--- src/rtl/njt_pkg.sv ---
// Package: shared encodings and types for the near jump target calculator.
// Assumes a byte-wide opcode and a three-bit reg field in the addressing byte.
package njt_pkg;
    localparam logic [7:0] OPC_SHORT_REL = 8'hEB;
    localparam logic [7:0] OPC_NEAR_REL  = 8'hE9;
    localparam logic [7:0] OPC_GROUP5    = 8'hFF;
    localparam logic [2:0] GRP_NEAR_IND  = 3'd4;

    typedef enum logic [1:0] {
        FORM_NONE  = 2'd0,
        FORM_SHORT = 2'd1,
        FORM_NEAR  = 2'd2,
        FORM_ABS   = 2'd3
    } jmp_form_e;
endpackage

--- src/rtl/njt_form_decode.sv ---
// Module: njt_form_decode
// Sorts an opcode and reg field into one of the near jump forms.
// Assumes the inputs are stable while req_valid is high. The block is purely combinational.
module njt_form_decode
    import njt_pkg::*;
(
    input  logic [7:0] opcode,
    input  logic [2:0] modrm_reg,
    output jmp_form_e  form
);
    // Match the opcode; only reg value 4 of the group opcode is the indirect near jump.
    always_comb begin
        form = FORM_NONE;
        if (opcode == OPC_SHORT_REL)
            form = FORM_SHORT;
        else if (opcode == OPC_NEAR_REL)
            form = FORM_NEAR;
        else if (opcode == OPC_GROUP5 && modrm_reg == GRP_NEAR_IND)
            form = FORM_ABS;
    end
endmodule

--- src/rtl/njt_target_calc.sv ---
// Module: njt_target_calc
// Forms the jump target, compares it with the segment limit, then narrows it
// for a 16-bit operand size. The comparison always uses the unnarrowed value.
// Assumes ADDR_W > NARROW_W > SHORT_W. The block is purely combinational.
module njt_target_calc
    import njt_pkg::*;
#(
    parameter int ADDR_W   = 32,
    parameter int NARROW_W = 16,
    parameter int SHORT_W  = 8
) (
    input  jmp_form_e          form,
    input  logic               op_wide,
    input  logic [ADDR_W-1:0]  next_ip,
    input  logic [ADDR_W-1:0]  disp_in,
    input  logic [ADDR_W-1:0]  abs_in,
    input  logic [ADDR_W-1:0]  cs_limit,
    output logic [ADDR_W-1:0]  target,
    output logic               over_limit
);
    localparam int SHORT_EXT  = ADDR_W - SHORT_W;
    localparam int NARROW_EXT = ADDR_W - NARROW_W;

    logic [ADDR_W-1:0] disp_short;
    logic [ADDR_W-1:0] disp_narrow;
    logic [ADDR_W-1:0] disp_sel;
    logic [ADDR_W-1:0] abs_sel;
    logic [ADDR_W-1:0] raw_target;

    // Sign-extend the two short displacement widths to the full address width.
    always_comb begin
        disp_short  = {{SHORT_EXT{disp_in[SHORT_W-1]}}, disp_in[SHORT_W-1:0]};
        disp_narrow = {{NARROW_EXT{disp_in[NARROW_W-1]}}, disp_in[NARROW_W-1:0]};
    end

    // Pick the displacement width from the form and the operand size.
    always_comb begin
        if (form == FORM_SHORT)
            disp_sel = disp_short;
        else if (op_wide)
            disp_sel = disp_in;
        else
            disp_sel = disp_narrow;
    end

    // A narrow absolute operand is zero-extended.
    always_comb begin
        abs_sel = op_wide ? abs_in : {{NARROW_EXT{1'b0}}, abs_in[NARROW_W-1:0]};
    end

    // Add relative targets modulo 2^ADDR_W; load absolute targets directly.
    always_comb begin
        if (form == FORM_ABS)
            raw_target = abs_sel;
        else
            raw_target = next_ip + disp_sel;
    end

    // Limit check on the raw target, then clear the upper half for narrow sizes.
    always_comb begin
        over_limit = raw_target > cs_limit;
        target     = op_wide ? raw_target
                             : {{NARROW_EXT{1'b0}}, raw_target[NARROW_W-1:0]};
    end
endmodule

--- src/rtl/njt_commit_reg.sv ---
// Module: njt_commit_reg
// Holds the instruction pointer and produces the taken and fault pulses.
// Assumes 'fire' is high only for a valid request that decoded to a jump form.
module njt_commit_reg #(
    parameter int              ADDR_W   = 32,
    parameter logic [ADDR_W-1:0] RESET_IP = '0
) (
    input  logic              clk,
    input  logic              rst_n,
    input  logic              fire,
    input  logic              over_limit,
    input  logic [ADDR_W-1:0] target,
    output logic [ADDR_W-1:0] ip_q,
    output logic              jmp_taken,
    output logic              gp_fault
);
    // Commit the target or flag a fault; keep the pointer unchanged on a fault.
    always_ff @(posedge clk) begin
        if (!rst_n) begin
            ip_q      <= RESET_IP;
            jmp_taken <= 1'b0;
            gp_fault  <= 1'b0;
        end else begin
            jmp_taken <= fire && !over_limit;
            gp_fault  <= fire && over_limit;
            if (fire && !over_limit)
                ip_q <= target;
        end
    end

    // the two flags are mutually exclusive
    a_r10_flags_exclusive: assert property (@(posedge clk) disable iff (!rst_n)
        !(jmp_taken && gp_fault));

    // the pointer does not move on a fault
    a_r7_hold_on_fault: assert property (@(posedge clk) disable iff (!rst_n)
        gp_fault |-> $stable(ip_q));

    // with no taken pulse the pointer stays put
    a_r9_hold_when_idle: assert property (@(posedge clk) disable iff (!rst_n)
        !jmp_taken |-> $stable(ip_q));
endmodule

--- src/rtl/near_jump_unit.sv ---
// Module: near_jump_unit (top)
// Computes the committed instruction pointer for short, near relative and
// near absolute-indirect jumps, including the limit check.
// Assumes a synchronous active-low reset and one request per valid cycle.
module near_jump_unit
    import njt_pkg::*;
#(
    parameter int                ADDR_W   = 32,
    parameter int                NARROW_W = 16,
    parameter int                SHORT_W  = 8,
    parameter int                ERR_W    = 16,
    parameter logic [ADDR_W-1:0] RESET_IP = '0
) (
    input  logic              clk,
    input  logic              rst_n,
    input  logic              req_valid,
    input  logic [7:0]        opcode,
    input  logic [2:0]        modrm_reg,
    input  logic              op_wide,
    input  logic [ADDR_W-1:0] next_ip,
    input  logic [ADDR_W-1:0] disp_in,
    input  logic [ADDR_W-1:0] abs_in,
    input  logic [ADDR_W-1:0] cs_limit,
    output logic [ADDR_W-1:0] ip_q,
    output logic              jmp_taken,
    output logic              gp_fault,
    output logic [ERR_W-1:0]  fault_code
);
    jmp_form_e         form;
    logic [ADDR_W-1:0] target;
    logic              over_limit;
    logic              fire;

    njt_form_decode u_decode (
        .opcode    (opcode),
        .modrm_reg (modrm_reg),
        .form      (form)
    );

    njt_target_calc #(
        .ADDR_W   (ADDR_W),
        .NARROW_W (NARROW_W),
        .SHORT_W  (SHORT_W)
    ) u_calc (
        .form       (form),
        .op_wide    (op_wide),
        .next_ip    (next_ip),
        .disp_in    (disp_in),
        .abs_in     (abs_in),
        .cs_limit   (cs_limit),
        .target     (target),
        .over_limit (over_limit)
    );

    // Only a valid request that decodes to a jump form reaches the commit stage.
    always_comb begin
        fire = req_valid && (form != FORM_NONE);
    end

    njt_commit_reg #(
        .ADDR_W   (ADDR_W),
        .RESET_IP (RESET_IP)
    ) u_commit (
        .clk        (clk),
        .rst_n      (rst_n),
        .fire       (fire),
        .over_limit (over_limit),
        .target     (target),
        .ip_q       (ip_q),
        .jmp_taken  (jmp_taken),
        .gp_fault   (gp_fault)
    );

    // The protection fault raised here always carries error code zero.
    assign fault_code = '0;

    // a flag is raised only after a valid request
    a_r10_flag_needs_request: assert property (@(posedge clk) disable iff (!rst_n)
        (jmp_taken || gp_fault) |-> $past(req_valid));

    // a committed pointer never exceeds the limit it was checked against
    a_r7_taken_within_limit: assert property (@(posedge clk) disable iff (!rst_n)
        jmp_taken |-> (ip_q <= $past(cs_limit)));

    // a narrow operand size leaves the upper half clear
    a_r6_narrow_upper_zero: assert property (@(posedge clk) disable iff (!rst_n)
        (jmp_taken && !$past(op_wide)) |-> (ip_q[ADDR_W-1:NARROW_W] == '0));

    // a non-jump request raises nothing
    a_r9_non_jump_quiet: assert property (@(posedge clk) disable iff (!rst_n)
        (req_valid && form == FORM_NONE) |=> !(jmp_taken || gp_fault));
endmodule

--- config.mk ---
export PLATFORM = sky130hd
export DESIGN_NAME = near_jump_unit
export DESIGN_NICKNAME = d
export VERILOG_FILES = /design/src/rtl/njt_pkg.sv /design/src/rtl/njt_form_decode.sv /design/src/rtl/njt_target_calc.sv /design/src/rtl/njt_commit_reg.sv /design/src/rtl/near_jump_unit.sv
export SDC_FILE = /design/constraint.sdc
export NUM_CORES = 1
export LEC_CHECK = 0
export CORE_MARGIN = 4
export CORE_UTILIZATION = 41
export CTS_BUF_LIST = sky130_fd_sc_hd__clkbuf_4
export CTS_CLUSTER_SIZE = 40
export DETAILED_ROUTE_END_ITERATION = 12
export PLACE_DENSITY_LB_ADDON = 0.3
export SETUP_SLACK_MARGIN = 0.4
export SLEW_MARGIN = 20
export SYNTH_ARGS = -nofsm -noshare
export SYNTH_HDL_FRONTEND = slang
export SYNTH_SLANG_ARGS = --single-unit
--- constraint.sdc ---
create_clock -name clk -period 6.44 [get_ports clk]
set_input_delay 1.61 -clock clk [delete_from_list [all_inputs] [get_ports clk]]
set_output_delay 1.61 -clock clk [all_outputs]
set_load 0.05 [all_outputs]
==> qor.txt <==
FMAX: 0.155 GHz
Iteration-0 DRC Markers: 390
CP most frequent cell: buf_4
Longest Clk Path Bufs: 2
DRT Wirelength: 19.3 mm
Worst EP required: 6680 ps
CP Launch Type: input pin
asr flop ratio synth: 0
Syn. warnings: 0
via count: 6,234
slowest stage cell, crit path: or4_4
top_reg_cell synth: dfxtp_1
sequential area share after synthesis: 0.145
Non-Filler Instances: 1,126
Netlist cell types: 70
HP Class: reg -> reg
Slew Limit Headroom: 0.587
Die Ht: 115 µm
CP Class: in -> reg
crit end category: flop
Final Max Tran Viols: 0
clk_skew: 0 ps
row count: 38
Nets: 1,192
RSZ-0062 raised after global routing: true
Max stage delay on crit path: 610 ps
Mapped Cells: 667
switching pwr: 0.448 mW
first-pass GRT wire length: 28.0 mm
clock insertion delay at the later pin of the skew report: 330 ps
end of the critical path: u_commit.ip_q[8]$_SDFFE_PN0P_
Internal: 0.729 mW
Synth Cell Area: 4690 µm²
#FFs+latches synth: 34
die area: 13,200 µm²
Reg2Reg Setup Slack: 5680 ps
CTS tree: yes
Initial DRT Pass Iterations: 6
Post-CTS Hold Buffers: 0
largest net degree at the start of global routing: 41
worst path bufs/invs: 6
drt wl/cell: 17.1 µm
IO buf count: 176
Crit. path cell count: 24
area share of xor/xnor cells in the synthesized design: 0.0280
Die X-Extent: 115 µm
DRC: 0
EDFF count, synth: 0
R2R Path End: u_commit.ip_q[30]$_SDFFE_PN0P_
Reg power frac: 0.179
antenna-violating nets left: 0
root buffer cell: clkbuf_4
critical path, cell by cell: buf_6, or3b_4, buf_6, nor4_4, buf_4, a21oi_2, ha_1, nand2_1, o21ai_2, nor2_4, a221oi_2, buf_4, nand3_4, and3_4, or3_4, ha_4, nand4_1, or4_4, o31ai_4, o22ai_2, a211o_1, buf_4, buf_8, o211a_1
worst IR drop on VDD: 0.130 mV
via/cell ratio: 5.54
worst setup margin: -0.843 ps
final setup fails: 1
commonest non-fill, non-tap cell in the layout: clkdlybuf4s50_1
Synth Area in Simple Gates: 0.241
Compound-Gate Fraction of Synth Area: 0.299
initial antenna violation count: 1
vias in the first global route: 5,969
LEAKAGE: 3.83 nW
most frequent cells in the layout: clkdlybuf4s50_1, buf_4, nand2_1
part of the cycle the worst path needs: 1.00
FF-to-FF Start: u_commit.ip_q[30]$_SDFFE_PN0P_
Global Route Usage Sum: 0.261
Sw Share: 0.380
Inserted Clock Buffers: 5
placed wire-length estimate: 15.0 mm
htree depth: 2
# clock sinks: 34
largest fanout on the critical path: 13
Clk pwr share: 0.169
Hold Violations, Final: 0
global route total overflow: 0
combinational share of power: 0.652
crit path from: opcode[4]
Reg2Reg Depth: 3
average size of a mapped cell: 7.04 µm²
area growth from synthesis to layout: 77.2%
dpl cells: 1,089
mux contribution to synthesized area: 0.0195
status: complete, but fails checks
Starting Density: 0.426
Slew @ Worst Pin: 617 ps
Worst path top cell family by delay: simple AND/OR/NAND/NOR gates
max_cap viols: 0
Core Area: 11,000 µm²
Reg clk slew, reported paths: 110 ps
largest family of logic cells by synthesized area: compound AO/OA/AOI/OAI gates
share of cells above drive strength 1: 0.280
Tmin final: 6440 ps
hold_ws: 465 ps
failing checks: setup timing
hold path start: u_commit.ip_q[3]$_SDFFE_PN0P_
Adder-Cell Fraction of Synth Area: 0.175
PD cells: 141 nW/µm²
I/O pins: 193
Util after Layout: 0.754
worst endpoint data arrival time: 6680 ps
Final GP Congestion: 0.937
-- how the worst min path moves through the flow --
stage | slack, ps | cells past startpoint | to
2_1_floorplan | 670 | 2 | u_commit.ip_q[13]$_SDFFE_PN0P_
3_3_place_gp | 440 | 2 | u_commit.ip_q[14]$_SDFFE_PN0P_
3_5_place_dp | 440 | 2 | u_commit.ip_q[18]$_SDFFE_PN0P_
4_1_cts | 460 | 2 | u_commit.ip_q[18]$_SDFFE_PN0P_
5_1_grt | 480 | 2 | u_commit.ip_q[3]$_SDFFE_PN0P_
6_report | 460 | 2 | u_commit.ip_q[3]$_SDFFE_PN0P_
-- layout make-up --
type | instances | area, µm²
Tap cell | 140 | 175
Inverter | 47 | 176
Antenna cell | 1 | 2.50
Clock inverter | 3 | 68.8
Multi-Input combinational cell | 555 | 4140
Fill cell | 799 | 2710
Clock buffer | 5 | 37.5
Sequential cell | 34 | 681
Timing Repair Buffer | 341 | 3040
-- power groups by stage --
| stage | clock network (mW) | registers (mW) | logic, mW |
|---|---|---|---|
| after floorplan | 0 | 0.218 | 0.359 |
| after detailed placement | 0 | 0.216 | 0.665 |
| after global placement | 0 | 0.216 | 0.649 |
| final | 0.199 | 0.211 | 0.767 |
| after CTS | 0.200 | 0.211 | 0.687 |
| after global routing | 0.210 | 0.211 | 0.828 |
-- routing by layer --
metal	up-vias	global-route usage	wire length, µm
met5	-	0	0
met4	0	0.0814	630
met3	58	0.0205	1150
met2	274	0.439	9060
met1	2871	0.354	8420
li1	3031	-	-
-- stage by stage --
step	area (µm²)	power, mW	setup WS (ps)	setup TNS [ps]
2_1_floorplan	4860	0.576	142	0
3_3_place_gp	7540	0.865	-566	-15140
3_5_place_dp	7540	0.880	-774	-21400
4_1_cts	7890	1.10	43.6	0
5_1_grt	8320	1.25	-178	-3420
6_report	8320	1.18	-0.843	-0.843
-- state kept, by name, indices dropped and copies added, names as in the netlist --
name	count
u_commit.gp_fault	1
u_commit.ip_q	32
u_commit.jmp_taken	1
-- cells by family after synthesis --
| group | Yosys count |
|---|---|
| and+or+nand+nor | 236 |
| xor gates and xnor gates | 15 |
| adders and majority gates | 65 |
| muxes | 9 |
| AOI/OAI and AO/OA | 214 |
| buffers and inverters | 93 |
| other | 1 |
| DFF | 34 |
-- cell usage after synthesis, types with 4 or more instances --
cell type   n  area share
a211o_1     4      0.0075
dfxtp_1    34        0.14
a21o_1     32       0.051
a21boi_0    5      0.0080
and3_1      5      0.0067
inv_1      46       0.037
a21oi_1    76       0.081
a31oi_1     8       0.011
mux2i_1     8       0.017
clkbuf_1   23       0.018
nor3_1      9      0.0096
o211a_1     4      0.0085
ha_1       64        0.17
xnor2_1    10       0.019
buf_2       4      0.0043
nor3b_1     6      0.0096
a22o_1      6       0.011
nand2_1    81       0.065
nor2_1     54       0.043
o31ai_1     8       0.013
nor4_1      5      0.0067
nand4_1    16       0.021
and2_1      6      0.0080
nor2b_1     5      0.0067
buf_4      16       0.026
or3_1       6      0.0080
o21ai_0    32       0.034
nand3_1    29       0.031
xor2_1      5      0.0093
-- worst min-delay path, cell delays in order (launching register included) --
cell and delay, ps:
dfxtp_1 330, nand2_1 50, a21oi_1 50
-- timing repair --
action | CTS | global route
resized for setup | 64 | 75
pin swaps | 24 | 48
setup endpoints to repair | 34 | 34
buffers inserted | 8 | 18
cloned | 2 | 0
Note: power is estimated with default switching activity, not from simulation.
